==> config.mk <==
export PLATFORM = sky130hd
export DESIGN_NAME = pgc_ctrl
export DESIGN_NICKNAME = d
export VERILOG_FILES = /design/src/rtl/pgc_pkg.sv /design/src/rtl/pgc_addr_dec.sv /design/src/rtl/pgc_clk_bank.sv /design/src/rtl/pgc_rst_word.sv /design/src/rtl/pgc_ctrl.sv
export SDC_FILE = /design/constraint.sdc
export NUM_CORES = 1
export LEC_CHECK = 0
export ABC_AREA = 0
export ABC_CLOCK_PERIOD_IN_PS = 7100
export BUFFER_PORTS_ARGS = -buffer_cell sky130_fd_sc_hd__buf_2
export CAP_MARGIN = 30
export CORE_MARGIN = 2
export CORE_UTILIZATION = 54
export DETAILED_ROUTE_END_ITERATION = 8
export HOLD_SLACK_MARGIN = 0.15
export PLACE_DENSITY = 0.84
export SKIP_LAST_GASP = 1
export SLEW_MARGIN = 10
export SYNTH_ARGS = -nofsm -noshare
export SYNTH_HDL_FRONTEND = slang
export SYNTH_SLANG_ARGS = --single-unit
==> constraint.sdc <==
create_clock -name clk -period 7.1 [get_ports clk]
set_input_delay 1.42 -clock clk [delete_from_list [all_inputs] [get_ports clk]]
set_output_delay 1.42 -clock clk [all_outputs]
set_load 0.01 [all_outputs]
==> src/rtl/pgc_pkg.sv <==
// Shared constants for the peripheral clock/reset gating controller.
// Assumes byte addressing with 32-bit registers on a word-aligned map.
package pgc_pkg;
    localparam int unsigned REG_BYTES   = 4;
    localparam int unsigned BANK_REGS   = 3;
    localparam int unsigned BANK_STRIDE = REG_BYTES * BANK_REGS;

    // Role of a register inside one clock bank, in address order.
    typedef enum logic [1:0] {
        CK_SET  = 2'd0,
        CK_CLR  = 2'd1,
        CK_STAT = 2'd2
    } ck_role_e;
endpackage

==> src/rtl/pgc_addr_dec.sv <==
// Address decoder: turns a byte offset into one-hot hit vectors for the
// set/clear/status registers of each clock bank and for each reset word.
// Assumes the bank and reset regions do not overlap (checked by the caller's
// choice of base parameters).
module pgc_addr_dec
    import pgc_pkg::*;
#(
    parameter int unsigned ADDR_W        = 8,
    parameter int unsigned NUM_CLK_BANKS = 2,
    parameter int unsigned NUM_RST_WORDS = 3,
    parameter int unsigned CLK_BASE      = 'h14,
    parameter int unsigned RST_BASE      = 'h2C
) (
    input  logic [ADDR_W-1:0]        addr,
    output logic [NUM_CLK_BANKS-1:0] set_hit,
    output logic [NUM_CLK_BANKS-1:0] clr_hit,
    output logic [NUM_CLK_BANKS-1:0] stat_hit,
    output logic [NUM_RST_WORDS-1:0] rst_hit
);
    // One comparator triple per clock bank.
    for (genvar b = 0; b < NUM_CLK_BANKS; b++) begin : g_bank
        localparam int unsigned BASE_B = CLK_BASE + b * BANK_STRIDE;
        assign set_hit[b]  = (addr == ADDR_W'(BASE_B + int'(CK_SET)  * REG_BYTES));
        assign clr_hit[b]  = (addr == ADDR_W'(BASE_B + int'(CK_CLR)  * REG_BYTES));
        assign stat_hit[b] = (addr == ADDR_W'(BASE_B + int'(CK_STAT) * REG_BYTES));
    end

    // One comparator per reset word.
    for (genvar w = 0; w < NUM_RST_WORDS; w++) begin : g_rst
        assign rst_hit[w] = (addr == ADDR_W'(RST_BASE + w * REG_BYTES));
    end
endmodule

==> src/rtl/pgc_clk_bank.sv <==
// One bank of clock enables with write-one-to-set and write-one-to-clear
// access. Assumes set_we and clr_we are never high together (one bus port).
module pgc_clk_bank #(
    parameter int unsigned DATA_W    = 32,
    parameter logic [DATA_W-1:0] RESET_VAL = '0
) (
    input  logic              clk,
    input  logic              rst_n,
    input  logic              set_we,
    input  logic              clr_we,
    input  logic [DATA_W-1:0] wdata,
    output logic [DATA_W-1:0] state
);
    // Enable state: load default in reset, OR in set bits, mask off clear bits.
    always_ff @(posedge clk) begin
        if (!rst_n)      state <= RESET_VAL;
        else if (set_we) state <= state | wdata;
        else if (clr_we) state <= state & ~wdata;
    end


    set_bits_on_chk: assert property (@(posedge clk) disable iff (!rst_n)
        set_we |=> ((state & $past(wdata)) == $past(wdata)));

    clr_bits_off_chk: assert property (@(posedge clk) disable iff (!rst_n)
        clr_we |=> ((state & $past(wdata)) == '0));

    zero_bits_hold_chk: assert property (@(posedge clk) disable iff (!rst_n)
        (set_we || clr_we) |=> ((state & ~$past(wdata)) == ($past(state) & ~$past(wdata))));

    idle_stable_chk: assert property (@(posedge clk) disable iff (!rst_n)
        (!set_we && !clr_we) |=> $stable(state));
endmodule

==> src/rtl/pgc_rst_word.sv <==
// One word of active-low peripheral reset lines, plain read/write.
// Assumes a zero power-on value, so every peripheral starts held in reset.
module pgc_rst_word #(
    parameter int unsigned DATA_W = 32
) (
    input  logic              clk,
    input  logic              rst_n,
    input  logic              we,
    input  logic [DATA_W-1:0] wdata,
    output logic [DATA_W-1:0] q
);
    // Reset word storage: clear in reset, replace on write.
    always_ff @(posedge clk) begin
        if (!rst_n)  q <= '0;
        else if (we) q <= wdata;
    end


    rst_word_load_chk: assert property (@(posedge clk) disable iff (!rst_n)
        we |=> (q == $past(wdata)));

    rst_word_hold_chk: assert property (@(posedge clk) disable iff (!rst_n)
        !we |=> $stable(q));
endmodule

==> src/rtl/pgc_ctrl.sv <==
// Peripheral clock and reset gating controller (top).
// Decodes a simple write-strobe bus onto clock-enable banks and reset words,
// and returns read data combinationally. Assumes word-aligned accesses.
module pgc_ctrl
    import pgc_pkg::*;
#(
    parameter int unsigned ADDR_W        = 8,
    parameter int unsigned DATA_W        = 32,
    parameter int unsigned NUM_CLK_BANKS = 2,
    parameter int unsigned NUM_RST_WORDS = 3,
    parameter int unsigned CLK_BASE      = 'h14,
    parameter int unsigned RST_BASE      = 'h2C,
    parameter logic [NUM_CLK_BANKS*DATA_W-1:0] CLK_EN_DEFAULT = 64'h0000_0400_0001_0000
) (
    input  logic                            clk,
    input  logic                            rst_n,
    input  logic                            bus_wen,
    input  logic [ADDR_W-1:0]               bus_addr,
    input  logic [DATA_W-1:0]               bus_wdata,
    output logic [DATA_W-1:0]               bus_rdata,
    output logic [NUM_CLK_BANKS*DATA_W-1:0] clk_en_o,
    output logic [NUM_RST_WORDS*DATA_W-1:0] periph_rst_n_o
);
    localparam int unsigned NUM_CLKS = NUM_CLK_BANKS * DATA_W;
    localparam int unsigned NUM_RSTS = NUM_RST_WORDS * DATA_W;

    logic [NUM_CLK_BANKS-1:0] set_hit, clr_hit, stat_hit;
    logic [NUM_RST_WORDS-1:0] rst_hit;
    logic [DATA_W-1:0]        bank_state [NUM_CLK_BANKS];
    logic [DATA_W-1:0]        rst_q      [NUM_RST_WORDS];
    logic                     any_hit;

    pgc_addr_dec #(
        .ADDR_W(ADDR_W), .NUM_CLK_BANKS(NUM_CLK_BANKS), .NUM_RST_WORDS(NUM_RST_WORDS),
        .CLK_BASE(CLK_BASE), .RST_BASE(RST_BASE)
    ) u_dec (
        .addr(bus_addr), .set_hit(set_hit), .clr_hit(clr_hit),
        .stat_hit(stat_hit), .rst_hit(rst_hit)
    );

    // Clock banks; the status register has no write path.
    for (genvar b = 0; b < NUM_CLK_BANKS; b++) begin : g_clk
        pgc_clk_bank #(
            .DATA_W(DATA_W),
            .RESET_VAL(CLK_EN_DEFAULT[b*DATA_W +: DATA_W])
        ) u_bank (
            .clk(clk), .rst_n(rst_n),
            .set_we(bus_wen && set_hit[b]),
            .clr_we(bus_wen && clr_hit[b]),
            .wdata(bus_wdata),
            .state(bank_state[b])
        );
        assign clk_en_o[b*DATA_W +: DATA_W] = bank_state[b];
    end

    // Reset words, LSB-first line numbering across words.
    for (genvar w = 0; w < NUM_RST_WORDS; w++) begin : g_rst
        pgc_rst_word #(.DATA_W(DATA_W)) u_word (
            .clk(clk), .rst_n(rst_n),
            .we(bus_wen && rst_hit[w]),
            .wdata(bus_wdata),
            .q(rst_q[w])
        );
        assign periph_rst_n_o[w*DATA_W +: DATA_W] = rst_q[w];
    end

    // Read mux: any register of a bank returns its status; unmapped reads 0.
    always_comb begin
        bus_rdata = '0;
        for (int b = 0; b < NUM_CLK_BANKS; b++)
            if (set_hit[b] || clr_hit[b] || stat_hit[b]) bus_rdata = bank_state[b];
        for (int w = 0; w < NUM_RST_WORDS; w++)
            if (rst_hit[w]) bus_rdata = rst_q[w];
    end

    assign any_hit = (|set_hit) || (|clr_hit) || (|stat_hit) || (|rst_hit);


    rdata_bank0_chk: assert property (@(posedge clk) disable iff (!rst_n)
        (set_hit[0] || clr_hit[0] || stat_hit[0]) |-> (bus_rdata == clk_en_o[DATA_W-1:0]));

    rdata_rst0_chk: assert property (@(posedge clk) disable iff (!rst_n)
        rst_hit[0] |-> (bus_rdata == periph_rst_n_o[DATA_W-1:0]));

    unmapped_zero_chk: assert property (@(posedge clk) disable iff (!rst_n)
        !any_hit |-> (bus_rdata == '0));

    unmapped_wr_chk: assert property (@(posedge clk) disable iff (!rst_n)
        (bus_wen && !any_hit) |=> ($stable(clk_en_o) && $stable(periph_rst_n_o)));

    stat_wr_chk: assert property (@(posedge clk) disable iff (!rst_n)
        (bus_wen && (|stat_hit)) |=> ($stable(clk_en_o) && $stable(periph_rst_n_o)));

    // Width sanity for the concatenated outputs.
    initial begin
        assert (NUM_CLKS == $bits(clk_en_o) && NUM_RSTS == $bits(periph_rst_n_o));
    end
endmodule

Yosys cells after proc, flatten, opt, wreduce, memory -nomap -nowiden. Index checks and enable logic that the tools add are counted.

Add/subtract/negate cells: 0. $mul: 0. Div/mod/pow operators: 0. $lt $le $gt $ge: 0. Equality and inequality tests: 9. Shift operators: 0. Mux-type cells: 9. Bitwise gates (word level): 5. Reductions and logical operators: 13.

Operators with widths (number): 32-bit 2-to-1 mux (9); 32-bit bitwise AND (2); 32-bit OR (2); 8-bit by 6-bit equality test with 1-bit output, second input constant (6); 32-bit inverter (1); 8-bit by 5-bit equality test with 1-bit output, second input constant (3); 1-bit logical AND (7); 1-bit logical OR (4); 2-bit nonzero test (2).

Flip-flop bits (word level): 160. Latch bits: 0. Bits in writable memories: 0. Memory bits (read-only): 0. Input bits: 43. Output and inout port bits: 192. Logic and storage cells: 41. Memories: 0.

Longest topological paths before layout.
Word-level depth: 8. Depth in mapped cells: 7. Depth with buffers taken out: 4.

By module. Synthesis repeated with hierarchy kept, for this count alone.

Cell total of the unflattened synthesis: 844. Area, all modules: 8291.7 sq um.

By module, submodules not included: pgc_rst_word (times used 3, cells an instance 103, area each 1243.7 sq um, seq. area each 640.6 sq um); pgc_clk_bank (times used 2, cells an instance 137, area each 1408.9 sq um, seq. area each 640.6 sq um); pgc_ctrl (times used 1, cells an instance 244, area each 1605.3 sq um, seq. area each 0.0 sq um); pgc_addr_dec (times used 1, cells an instance 17, area each 137.6 sq um, seq. area each 0.0 sq um).

Worst setup path before layout. OpenSTA, ideal clock, no wires.

Path kind: input to output. From: input bus_addr[7]. To: output bus_rdata[16]. Data arrival time: 2.978 ns. Data required time: 5.680 ns. Slack: 2.702 ns. Cell stages on the path: 6. Buffers on the path: 2. Cell sequence: or4_1 > buf_2 > nor3_2 > clkbuf_1 > o21ai_0 > a2bb2oi_1.

Cells in the longest elaborated chain, start to end: 8. Elaborated cells between the ends (all ways): 18. Classes of those cells: eq/ne (9); mux (5); reduce/logical (4).

RTL lines: start: declaration (RTL line pgc_ctrl.sv:18) `input logic [ADDR_W-1:0] bus_addr,`; 8-bit by 5-bit equality test with 1-bit output, on equally long branches (RTL line pgc_addr_dec.sv:23, pgc_addr_dec.sv:24); 1-bit logical OR (2 in series) (RTL line pgc_ctrl.sv:71) `if (set_hit[b] || clr_hit[b] || stat_hit[b]) bus_rdata = bank_state[b];`; 32-bit 2-to-1 mux (2 in series) (RTL line pgc_ctrl.sv:71); 32-bit 2-to-1 mux (2 in series) (RTL line pgc_ctrl.sv:73) `if (rst_hit[w]) bus_rdata = rst_q[w];`; 32-bit 2-to-1 mux (*) (RTL line pgc_ctrl.sv:73); end: declaration (RTL line pgc_ctrl.sv:20) `output logic [DATA_W-1:0] bus_rdata,`.

Every way passes the cells marked *; elsewhere a longest branch is shown, timed or not.

Final worst setup path.
From: input bus_addr[7]. To: output bus_rdata[1].

The elaborated chain is that of the path after synthesis.

==> results by group <==
Run
  • Max_cap viols: 0

Timing
  • Final Cycle Share: 0.786
  • Clk_skew: 0 ps
  • Tmin final: 5580 ps
  • Setup ws final: 1520 ps
  • Fmax achieved: 179 MHz
  • Setup TNS: 0 ps
  • Worst-margin pin slew: 961 ps
  • Max-slew headroom: 0.358
  • RSZ-0062 raised after global routing: no
  • Final Setup Violations: 0
  • Final Hold Vio Count: 0
  • Min Hold Slack: 466 ps
  • Final Slew Violations: 0

Yosys
  • Synthesis Warnings: 0
  • Mapped Area: 6840 µm²
  • Synth Area per Inst: 8.37 µm²
  • Seq/Total Area, Yosys: 0.468
  • Number of synthesized register bits: 160
  • Most used DFF post-synth: dfxtp_1
  • Post-synthesis cell count: 818
  • Synth Net Count: 861
  • Count of cell types in the netlist: 37
  • Async set or reset register ratio after synthesis: 0
  • Post-synth EDFFs: 0

Floorplanning
  • Initial core utilization: 0.547
  • I/O pin count: 235
  • Core ar.: 12500 µm²
  • Die width: 117 µm
  • Die area: 13600 µm²
  • Die Ht: 117 µm
  • Row count: 41

Status
  • Status: finished, final reports clean

Clock network
  • CTS Sinks: 160
  • CTS resizes: 0
  • Clock Tree Buf Depth: 2
  • Postcts setup bufs: 0
  • Root Driver: clkbuf_16
  • Clk_lat worst skew: 420 ps
  • CTS Hold Bufs: 0
  • CTS tree: yes
  • H-tree Lvls: 4
  • Clock transition at the registers of the reported paths: 60 ps
  • Cts bufs inserted: 17

Layout
  • Area growth from synthesis to layout: 26.6%
  • Post-route cell area: 8660 µm²
  • Layout cell share with drive strength beyond 1: 0.310
  • # nets final: 1062

Detailed routing
  • Via density: 6.04
  • Post-DRT Antenna Nets: 0
  • Drt wl/cell: 19.9 µm
  • Drt first pass iters: 6
  • Post-route DRC: 0
  • WL final: 24000 µm
  • DR vias: 7280
  • Drt first-iter violations: 883

Hold path
  • Worst hold path type: register to register

Global routing
  • Vias in the first global route: 6644
  • First-pass GRT wire length: 35800 µm
  • GRT Total Usage: 0.348
  • Initial antenna violation count: 1
  • Pin count of the biggest net entering global routing: 75
  • Total congestion overflow: 0

Placement
  • RD Place Congestion: 0.878
  • Placed Area: 8090 µm²
  • HPWL after DPL: 15100 µm
  • Buffers on Ports: 234
  • Pre-CTS WS: 1580 ps

Worst setup path
  • Worst-path fanout max: 32
  • Critical path endpoint category: output port
  • Crit path launch type: input port
  • Req. time, crit path: 5680 ps
  • Critical path arrival: 4160 ps
  • Kind of critical path: input port to output port

Power and ir drop
  • Sequential share of power: 0.490
  • Comb power frac: 0.043
  • Sw Share: 0.230
  • Pint: 0.00142 W
  • Total power draw: 0.00184 W
  • Pwr/cell area: 212 nW/µm²
  • LEAKAGE: 3.64 nW
  • Psw: 0.000422 W
  • Maximum VDD drop: 0.126 mV
  • Clock power share: 0.467
logic make-up (layout without fill, tap and decap cells):
logic type / Yosys count / count (layout) / share of synthesized area
DFF: 160 / 160 / 0.468
other: 0 / 1 / 0
muxes: 35 / 35 / 0.0563
buffers and inverters: 73 / 287 / 0.0472
AOI/OAI and AO/OA: 273 / 273 / 0.262
and+or+nand+nor: 277 / 277 / 0.167
power groups by stage:
stage / combinational, W / sequential [W] / clock, W
after floorplan: 0.0000337 / 0.000920 / 0
final: 0.0000799 / 0.000900 / 0.000857
after detailed placement: 0.0000773 / 0.000920 / 0
after global routing: 0.0000848 / 0.000900 / 0.000901
after global placement: 0.0000764 / 0.000920 / 0
after CTS: 0.0000777 / 0.000900 / 0.000862
critical path, cell delays in order:
cell and delay, ps:
buf_2 100, or4_1 810, nor3_4 250, buf_4 420, nand2_1 680, a2bb2oi_1 330
buf_2 150
cells in the mapped netlist, types with 2 or more instances:
library cell	count	area [µm²]
a221oi_1	3	26.3
dfxtp_1	160	3200
o22ai_1	4	25.0
a21oi_1	138	691
a22oi_1	17	128
a2bb2oi_1	21	184
a221o_1	9	90.1
and2_1	2	12.5
mux2i_1	7	70.1
or3_1	2	12.5
nand4_1	2	12.5
nor3_2	3	30.0
buf_1	2	7.51
nor3_1	5	25.0
a32o_1	31	310
clkbuf_1	46	173
mux2_2	28	315
buf_2	21	105
buf_6	3	33.8
a211oi_1	30	225
and4_1	2	17.5
nand2_1	246	923
nor2_1	6	22.5
o21ai_0	17	85.1
cells in the final DEF (no fill, tap or decap), types with 2 or more instances in the layout:
| cell type | n |
|---|---|
| clkinvlp_4 | 4 |
| a22oi_1 | 17 |
| clkbuf_8 | 2 |
| nor3_1 | 5 |
| buf_4 | 15 |
| and2_1 | 2 |
| and4_1 | 2 |
| clkbuf_1 | 2 |
| clkbuf_16 | 17 |
| nor2_1 | 5 |
| a2bb2oi_1 | 21 |
| mux2_2 | 28 |
| a32o_1 | 31 |
| buf_6 | 3 |
| nand4_1 | 2 |
| nor3_4 | 3 |
| nand2_1 | 246 |
| o21ai_0 | 17 |
| mux2i_1 | 7 |
| clkinv_2 | 6 |
| dfxtp_1 | 160 |
| a221o_1 | 9 |
| nor4_4 | 2 |
| or3_1 | 2 |
| a211oi_1 | 30 |
| a221oi_1 | 3 |
| buf_2 | 234 |
| o22ai_1 | 4 |
| a21oi_1 | 138 |
final timing paths:
kind                             start                   end  slack, ps  cells after the start
setup reg to reg              register              register       6320                      2
setup / recovery           bus_addr[7]          bus_rdata[1]       1520                      7
hold / removal    g_rst[0].u_word.q[9]  g_rst[0].u_word.q[9]        470                      2
hold reg to reg   g_rst[0].u_word.q[9]  g_rst[0].u_word.q[9]        470                      2
area by class of cell:
type / count / area, µm²
fillers: 1097 / 3850
multi-input cells: 585 / 3350
flip-flops and latches: 160 / 3200
repair buffers: 254 / 1340
clock buffers: 21 / 460
well taps: 172 / 215
clock inverters: 11 / 90.1
inverters: 1 / 6.26
diodes: 1 / 2.50
routing by layer:
| layer | part of all wire | vias to the layer above | GRT usage | wire length, µm |
|---|---|---|---|---|
| met2 | 0.48 | 467 | 0.567 | 11400 |
| met3 | 0.10 | 58 | 0.0690 | 2440 |
| met5 | 0 | - | 0 | 0 |
| met1 | 0.40 | 3434 | 0.449 | 9470 |
| li1 | - | 3321 | - | - |
| met4 | 0.025 | 0 | 0.155 | 593 |
metrics by stage:
stage / util / cells
after global placement: 0.644 / 1167
after CTS: 0.691 / 1202
after floorplan: - / 818
after detailed placement: 0.647 / 1170
after global routing: 0.692 / 1205
final: 0.692 / 1205
Power figures use the tool's default switching activity.
